File: src/rtl/vla_pkg.sv
package vla_pkg;
    parameter int WORD_W = 32;
    parameter int COMP_W = 24;
    parameter int VEC_W  = 4 * COMP_W;

    // x sits in the most significant lane, w in the least
    typedef struct packed {
        logic [COMP_W-1:0] x;
        logic [COMP_W-1:0] y;
        logic [COMP_W-1:0] z;
        logic [COMP_W-1:0] w;
    } vec_t;
endpackage

File: src/rtl/vla_decode.sv
module vla_decode #(
    parameter int ADDR_W    = 10,
    parameter int DATA_BASE = 'h233,
    parameter int DATA_REGS = 3,
    parameter int IDX_ADDR  = 'h232
) (
    input  logic              wr_en,
    input  logic [ADDR_W-1:0] wr_addr,
    output logic              data_hit,
    output logic              idx_hit
);
    logic [DATA_REGS-1:0] lane_hit;

    for (genvar i = 0; i < DATA_REGS; i++) begin : g_lane
        assign lane_hit[i] = wr_en && (wr_addr == ADDR_W'(DATA_BASE + i));
    end

    assign data_hit = |lane_hit;
    assign idx_hit  = wr_en && (wr_addr == ADDR_W'(IDX_ADDR));
endmodule

File: src/rtl/vla_collect.sv
module vla_collect #(
    parameter int WORD_W = 32,
    parameter int SLOTS  = 16,
    parameter int IDX_W  = 5
) (
    input  logic              clk,
    input  logic              rst_n,
    input  logic              data_hit,
    input  logic              idx_hit,
    input  logic [WORD_W-1:0] wr_data,
    output logic              tbl_we,
    output logic [IDX_W-1:0]  idx,
    output logic [WORD_W-1:0] word_a,
    output logic [WORD_W-1:0] word_b,
    output logic              commit_pulse,
    output logic              drop_pulse
);
    localparam int              WORDS   = 3;
    localparam logic [1:0]      LAST    = 2'(WORDS - 1);
    localparam logic [IDX_W:0]  SLOTS_L = (IDX_W + 1)'(SLOTS);

    typedef struct packed {
        logic [1:0]        cnt;
        logic [WORD_W-1:0] wa;
        logic [WORD_W-1:0] wb;
        logic [IDX_W-1:0]  idx;
        logic              commit;
        logic              drop;
    } st_t;

    st_t  st_d, st_q;
    logic in_range;

    assign in_range = ({1'b0, st_q.idx} < SLOTS_L);

    always_comb begin
        st_d        = st_q;
        st_d.commit = 1'b0;
        st_d.drop   = 1'b0;
        tbl_we      = 1'b0;
        if (data_hit) begin
            if (st_q.cnt == LAST) begin
                st_d.cnt = '0;
                if (in_range) begin
                    tbl_we      = 1'b1;
                    st_d.idx    = st_q.idx + 1'b1;
                    st_d.commit = 1'b1;
                end else begin
                    st_d.drop = 1'b1;
                end
            end else begin
                if (st_q.cnt == 2'd0) begin
                    st_d.wa = wr_data;
                end else begin
                    st_d.wb = wr_data;
                end
                st_d.cnt = st_q.cnt + 1'b1;
            end
        end else if (idx_hit) begin
            st_d.idx = wr_data[IDX_W-1:0];
        end
    end

    always_ff @(posedge clk or negedge rst_n) begin
        if (!rst_n) begin
            st_q <= '0;
        end else begin
            st_q <= st_d;
        end
    end

    assign idx          = st_q.idx;
    assign word_a       = st_q.wa;
    assign word_b       = st_q.wb;
    assign commit_pulse = st_q.commit;
    assign drop_pulse   = st_q.drop;
endmodule

File: src/rtl/vla_unpack.sv
module vla_unpack
    import vla_pkg::*;
(
    input  logic [WORD_W-1:0] word_a,
    input  logic [WORD_W-1:0] word_b,
    input  logic [WORD_W-1:0] word_c,
    output vec_t              vec
);
    // 3 x 32 bits regrouped as 4 x 24 bits; the first lane from the top is w
    logic [VEC_W-1:0]  cat;
    logic [COMP_W-1:0] comp [4];

    assign cat = {word_a, word_b, word_c};

    for (genvar k = 0; k < 4; k++) begin : g_comp
        assign comp[k] = cat[VEC_W-1-k*COMP_W -: COMP_W];
    end

    assign vec.w = comp[0];
    assign vec.z = comp[1];
    assign vec.y = comp[2];
    assign vec.x = comp[3];
endmodule

File: src/rtl/vla_table.sv
module vla_table
    import vla_pkg::*;
#(
    parameter int SLOTS   = 16,
    parameter int SLOT_AW = $clog2(SLOTS)
) (
    input  logic               clk,
    input  logic               rst_n,
    input  logic               we,
    input  logic [SLOT_AW-1:0] wslot,
    input  vec_t               wvec,
    input  logic [SLOT_AW-1:0] rd_addr,
    output logic [VEC_W-1:0]   rd_data
);
    typedef struct packed {
        logic [SLOTS-1:0][VEC_W-1:0] mem;
        logic [VEC_W-1:0]            rd;
    } st_t;

    st_t st_d, st_q;

    always_comb begin
        st_d    = st_q;
        // read takes the registered contents, so a same-cycle write is not seen
        st_d.rd = st_q.mem[rd_addr];
        if (we) begin
            st_d.mem[wslot] = wvec;
        end
    end

    always_ff @(posedge clk or negedge rst_n) begin
        if (!rst_n) begin
            st_q <= '0;
        end else begin
            st_q <= st_d;
        end
    end

    assign rd_data = st_q.rd;
endmodule

File: src/rtl/vla_loader.sv
module vla_loader
    import vla_pkg::*;
#(
    parameter int ADDR_W    = 10,
    parameter int DATA_BASE = 'h233,
    parameter int DATA_REGS = 3,
    parameter int IDX_ADDR  = 'h232,
    parameter int SLOTS     = 16,
    parameter int IDX_W     = 5,
    parameter int SLOT_AW   = $clog2(SLOTS)
) (
    input  logic               clk,
    input  logic               rst_n,
    input  logic               wr_en,
    input  logic [ADDR_W-1:0]  wr_addr,
    input  logic [31:0]        wr_data,
    input  logic [SLOT_AW-1:0] rd_addr,
    output logic [95:0]        rd_data,
    output logic [IDX_W-1:0]   slot_idx,
    output logic               commit_pulse,
    output logic               drop_pulse
);
    logic              data_hit, idx_hit, tbl_we;
    logic [WORD_W-1:0] word_a, word_b;
    vec_t              vec;

    vla_decode #(
        .ADDR_W(ADDR_W), .DATA_BASE(DATA_BASE),
        .DATA_REGS(DATA_REGS), .IDX_ADDR(IDX_ADDR)
    ) u_dec (
        .wr_en(wr_en), .wr_addr(wr_addr),
        .data_hit(data_hit), .idx_hit(idx_hit)
    );

    vla_collect #(.WORD_W(WORD_W), .SLOTS(SLOTS), .IDX_W(IDX_W)) u_col (
        .clk(clk), .rst_n(rst_n),
        .data_hit(data_hit), .idx_hit(idx_hit), .wr_data(wr_data),
        .tbl_we(tbl_we), .idx(slot_idx),
        .word_a(word_a), .word_b(word_b),
        .commit_pulse(commit_pulse), .drop_pulse(drop_pulse)
    );

    vla_unpack u_unp (
        .word_a(word_a), .word_b(word_b), .word_c(wr_data), .vec(vec)
    );

    vla_table #(.SLOTS(SLOTS), .SLOT_AW(SLOT_AW)) u_tbl (
        .clk(clk), .rst_n(rst_n),
        .we(tbl_we), .wslot(slot_idx[SLOT_AW-1:0]), .wvec(vec),
        .rd_addr(rd_addr), .rd_data(rd_data)
    );
endmodule

File: config.mk
export PLATFORM = sky130hd
export DESIGN_NAME = vla_loader
export DESIGN_NICKNAME = d
export VERILOG_FILES = /design/src/rtl/vla_pkg.sv /design/src/rtl/vla_decode.sv /design/src/rtl/vla_collect.sv /design/src/rtl/vla_unpack.sv /design/src/rtl/vla_table.sv /design/src/rtl/vla_loader.sv
export SDC_FILE = /design/constraint.sdc
export NUM_CORES = 2
export LEC_CHECK = 0
export ABC_CLOCK_PERIOD_IN_PS = 6400
export BUFFER_PORTS_ARGS = -buffer_cell sky130_fd_sc_hd__buf_2
export CAP_MARGIN = 20
export CORE_ASPECT_RATIO = 0.8
export CORE_UTILIZATION = 49
export CTS_BUF_LIST = sky130_fd_sc_hd__clkbuf_4 sky130_fd_sc_hd__clkbuf_8 sky130_fd_sc_hd__clkbuf_16
export DETAILED_ROUTE_END_ITERATION = 8
export PLACE_DENSITY = 0.77
export SLEW_MARGIN = 10
export SYNTH_ARGS = -nofsm -noshare
export SYNTH_HDL_FRONTEND = slang
export SYNTH_SLANG_ARGS = --single-unit
File: constraint.sdc
create_clock -name clk -period 6.4 [get_ports clk]
set_input_delay 0.32 -clock clk [delete_from_list [all_inputs] [get_ports clk]]
set_output_delay 0.32 -clock clk [all_outputs]
set_load 0.01 [all_outputs]
* Word-level counts from Yosys, hierarchy flattened
Cells that the tools add are included.
** Storage, ports and cells
- Output and inout port bits :: 103
- ROM bits :: 0
- Bits of input ports :: 49
- Memories :: 0
- RAM bits :: 0
- Flip-flop bits (word level) :: 1705
- Latch bits :: 0
** Cells by class
- Multipliers :: 0
- Eq/ne operators :: 7
- Add/subtract/negate cells :: 2
- Mux-type cells :: 15
- Shift-type cells :: 0
- Bitwise operators :: 2
- Divide/modulo/power cells :: 0
- Reduce and logical (&&, ||, !) cells :: 11
- Magnitude comparators :: 4
** Operators by type and width (count)
- $bwmux 1536 :: 1
- $bmux 96 s4 :: 1
- $demux 96 s4 :: 1
- $mux 96 :: 2
- $eq 10x10->1 const B :: 4
- $lt 4x5->1 const B :: 2
- $mux 5 :: 2
- $reduce_and 3->1 :: 3
- $mux 7 :: 1
- $mux 6 :: 1
- $add 5x1->5 const B :: 1
- $logic_and 1x1->1 :: 5
- $lt 5x5->1 const B :: 1
- $ge 4x1->1 const B :: 1
- $mux 1 :: 4
- $mux 2 :: 2
- $ne 2x1->1 const B :: 2
- $reduce_or 3->1 :: 1
- $add 2x1->2 const B :: 1
- $eq 2x2->1 const B :: 1
- $logic_not 2->1 :: 1
- $not 1->1 :: 2
- $reduce_bool 2->1 :: 1

* Logic depth before layout (Yosys ltp)
- Word-level depth :: 5
- Mapped depth :: 8
- Mapped depth without buffers :: 4

* Modules after synthesis
Synthesis repeated with hierarchy kept, for this count alone.
** Unflattened totals
- Cells, all modules :: 4699
- Area, all modules :: 75427.3 um^2
** Modules (own cells, without submodules)
- vla_table :: instances 1, cells an instance 4356, area an instance 71309.6 um^2
- vla_collect :: instances 1, cells an instance 240, area an instance 3334.4 um^2
- vla_unpack :: instances 1, cells an instance 96, area an instance 720.7 um^2
- vla_decode :: instances 1, cells an instance 7, area an instance 62.6 um^2

* Worst setup path after synthesis
No wires, ideal clock.
- Path type :: input-to-reg
- Start :: in rd_addr[0]
- End :: reg u_tbl.st_q, in the netlist u_tbl.rd_data[12]
- Arrival time :: 2309 ps
- Cell stages on the path :: 5
- Data required time :: 6262 ps
- Setup slack :: 3953 ps
- Path buffers :: 3
- Path through :: clkbuf_1 > clkbuf_1 > buf_1 > mux4_2 > mux4_2
** RTL lines
- from (decl) :: line vla_loader.sv:17 : input logic [SLOT_AW-1:0] rd_addr,
- to (signal assigned) :: line vla_table.sv:35 : st_q <= st_d;
- to (decl) :: line vla_table.sv:20 : st_t st_d, st_q;

* Final worst setup path
- Start :: reg u_col.st_q[71] (netlist bit)
- End :: reg u_tbl.st_q[1039] (netlist bit)
** Between the ends
- Cells in the longest elaborated chain, start to end :: 3
** Ends and longest elaborated chain
- from (decl) :: line vla_collect.sv:31 : st_t st_d, st_q;
- from (signal assigned) :: line vla_collect.sv:68 : st_q <= st_d;
- $eq 2x2->1 :: line vla_collect.sv:42 : if (st_q.cnt == LAST) begin
- $mux 1 :: line vla_collect.sv:42
- $mux 1 :: line vla_collect.sv:41 : if (data_hit) begin
Every way passes these cells.
A chain may end at the register's enable or synchronous reset.

==> metrics list <==
* Run status: finished, final reports clean
* Final Critical Period: 3.71 ns
- Final Skew: 0.0270 ns
* Total global routing overflow: 0
- Horizontal extent of the die: 439 um
* Number of hold violations in the final report: 0
- Final hold analysis gives a worst-case slack of 0.0781 ns.
* Core footprint: 151000 sq um
- In the synthesized netlist the dominant register cell turns out to be dfrtp_1.
* Dominant cells by area after synthesis: dfrtp_1, mux2_2, mux4_2
- The number of pins with negative max-slew slack in the final report is 0.
* Via count of the first global-routing pass: 41200
- The final layout contains routed wiring with a total length of 173000 um.
- The synthesized design spends more area on one cell type than any other, namely dfrtp_1.
* CTS max path bufs: 3
- The clock drives 1705 sinks.
* Final sum of negative setup slack: 0 ns
- Walking the worst path, the cells encountered are or3b_1, a2111oi_4, buf_4, and3_4, buf_4, mux2_2.
- Top achievable clock speed: 270 MHz
* Number of instances in the synthesized netlist: 4343
- Clock-pin slew on the worst setup and hold paths: 0.06 ns
* Most common cell after layout, fill and taps aside: dfrtp_1
- Top-area cell type share of the netlist area: 57.1%
* Slew margin rel.: 22.8%
- Final weighted congestion in routability-driven placement: 0.734
* Minimum setup slack after placement: 2.70 ns
* Sequential cell area fraction in the yosys report: 57.1%
- Static Leakage: 40.0 nW
- Later-pin clock latency in the skew report: 0.81 ns
* Number of endpoints failing setup at the final stage: 0
- Avg Synthesized Cell Area: 17.2 sq um
- Worst Setup Slack, final: 2.69 ns
* Post-route ant nets: 0
- Total clock buffers created by CTS: 165
- Largest stage delay, worst path: 0.87 ns
- By startpoint and endpoint, the worst setup path is classified as reg -> reg.
- The slowest stage of the critical path is the and3_4 cell.
- In this run the worst path has a maximum fanout of 42.
- Vias per Instance: 6.07
- The wire-length estimate of the detail-placed layout is 94500 um.
- Post-route fraction of the period consumed by the critical path: 57.9%
- Clock tree synthesis selected as its root buffer the cell clkbuf_16.
- Detailed-router iteration count before antenna repair: 5
- Number of enable-type register cells in the synthesized netlist: 0
- RSZ-0062 raised after global routing: no
- CP Launch Point: u_col.st_q[71]$_DFFE_PN0P_
* Number of antenna violations at the first check in global routing: 19
* Capturing element type of the critical path: register
* Gates resized, CTS repair: 0
- Total of flip-flops plus latches after synthesis: 1705
- The floorplan has 127 rows.
* Number of maximum-capacitance constraint violations: 0
- 152 I/O pins were placed.
- RR Startpoint: u_col.st_q[71]$_DFFE_PN0P_
- For this run, the number of Yosys warnings is 0.
- The count of buffers added on input and output ports is 151.
- Crit start category: register
* Tightest Pin Transition: 1.16 ns
- Dividing the detail-routed wire length by the instance count gives 27.1 um.
- TritonCTS built the clock tree.
- Synthesis produced a netlist with a net count of 4396.
- Overall Power: 21.6 mW
* Number of different library cells in the post-synthesis netlist: 38
- Largest net degree at the start of global routing: 186
- Once the floorplan was initialized, standard cells occupied 49.6% of the core.
* Tot GR Track Use: 23.1%
* Mapped Area: 74800 sq um
- Total die area: 154000 sq um
* Drt initial violations: 3312
- Launch instance of the worst min-delay path: wr_data[12]
- Worst hold path class: in -> reg
* Commonest non-fill, non-tap cells in the layout: dfrtp_1, mux2_2, mux4_2
* NumNets Final: 4288
- For this design the ratio of total power to cell area is 263 nW/um^2.
- Ys async rst share: 100%
* Worst path arrival time: 4.39 ns
* Most numerous cell on the critical path: buf_4
* Share of post-route cells with drive strength above 1: 59.9%
* Post-Route Utilization: 54.5%
- H-tree depth: 4
* Growth of design area from synthesis to finish: 9.73%
- The worst-case IR drop observed on VDD is 0.205 mV.
- For this run, design rule violations remaining after detail routing come to 0.
- Routed via count: 38700
* Req. time, crit path: 7.08 ns
* Global-route wire length before repair: 268000 um
* Die Y-Extent: 351 um
[cell type report]
type / instances / area, sq um
inverters: 5 / 18.8
fillers: 11700 / 68600
clock inverters: 49 / 679
repair buffers: 217 / 1640
well taps: 1999 / 2500
diodes: 3 / 7.51
multi-input cells: 2141 / 29500
flip-flops and latches: 1705 / 42700
clock buffers: 252 / 4990
[state kept, by name, indices dropped and copies added (netlist names)]
| register | count |
|---|---|
| u_tbl.st_q | 1536 |
| u_col.drop_pulse | 1 |
| u_tbl.rd_data | 96 |
| u_col.commit_pulse | 1 |
| u_col.st_q | 2 |
| u_col.word_b | 32 |
| u_col.word_a | 32 |
| u_col.idx | 5 |
[cell usage after synthesis, types with 2 or more instances]
| cell type | number |
|---|---|
| dfrtp_1 | 1705 |
| mux2_2 | 1560 |
| mux4_2 | 480 |
| clkbuf_1 | 190 |
| buf_2 | 123 |
| buf_4 | 111 |
| mux2_4 | 40 |
| buf_1 | 38 |
| buf_6 | 30 |
| and3_1 | 13 |
| nand2_1 | 7 |
| inv_1 | 5 |
| nor2_1 | 5 |
| ha_1 | 4 |
| nand3_1 | 4 |
| a211o_1 | 3 |
| nand3_2 | 3 |
| o21ai_0 | 2 |
[path summary, 6_finish.rpt]
kind | cells after the start | endpoint | slack (ns)
max reg2reg | 6 | u_tbl.st_q[1039]$_DFFE_PN0P_ | 2.69
min | 2 | u_tbl.st_q[372]$_DFFE_PN0P_ | 0.08
min reg2reg | 1 | u_tbl.st_q[460]$_DFFE_PN0P_ | 0.50
max in group asynchronous | 4 | u_tbl.st_q[218]$_DFFE_PN0P_ | 4.38
max | 6 | u_tbl.st_q[1039]$_DFFE_PN0P_ | 2.69
min in group asynchronous | 2 | u_tbl.rd_data[61]$_DFF_PN0_ | 0.15
[kinds of logic after synthesis]
group	Yosys count	synth area share, %
DFF	1705	57.1
AOI/OAI and AO/OA	9	0.119
and+or+nand+nor	47	0.403
adders and majority gates	4	0.0670
muxes	2081	38.8
buffers and inverters	497	3.56
[power by group]
group	internal, mW	leakage (nW)	total, mW	switching (mW)
combinational	0.165	13.4	0.644	0.478
clock	5.87	2.86	10.1	4.22
sequential	10.8	23.8	10.8	0.0385
total	16.8	40.0	21.6	4.74
[routing by layer]
metal,up-vias,GRT usage [%],share of wire [%]
li1,15800,-,-
met1,21600,33.7,45
met2,981,36.2,48
met3,231,3.96,5.2
met4,6,5.57,2.0
met5,-,0,0.020
[worst max-delay path: cells and delay by family, from the launching register on]
family                 cells  cell delay [ns]
buffers and inverters      2             1.01
AO/OA/AOI/OAI              1             0.32
flip-flops                 1             0.45
AND/OR/NAND/NOR            2             1.29
multiplexers               1             0.40
[metrics by stage]
stage / cells / cell area (sq um)
final: 6371 / 82000
after global routing: 6368 / 82000
after CTS: 6366 / 82000
after detailed placement: 6063 / 76300
after global placement: 6062 / 76200
after floorplan: 4343 / 74800
[repair_timing]
item	in CTS	in global routing
buffers inserted	0	0
hold buffers	2	0
endpoints found under the hold margin	126	0
No activity file was read; power rests on OpenSTA's default activity.
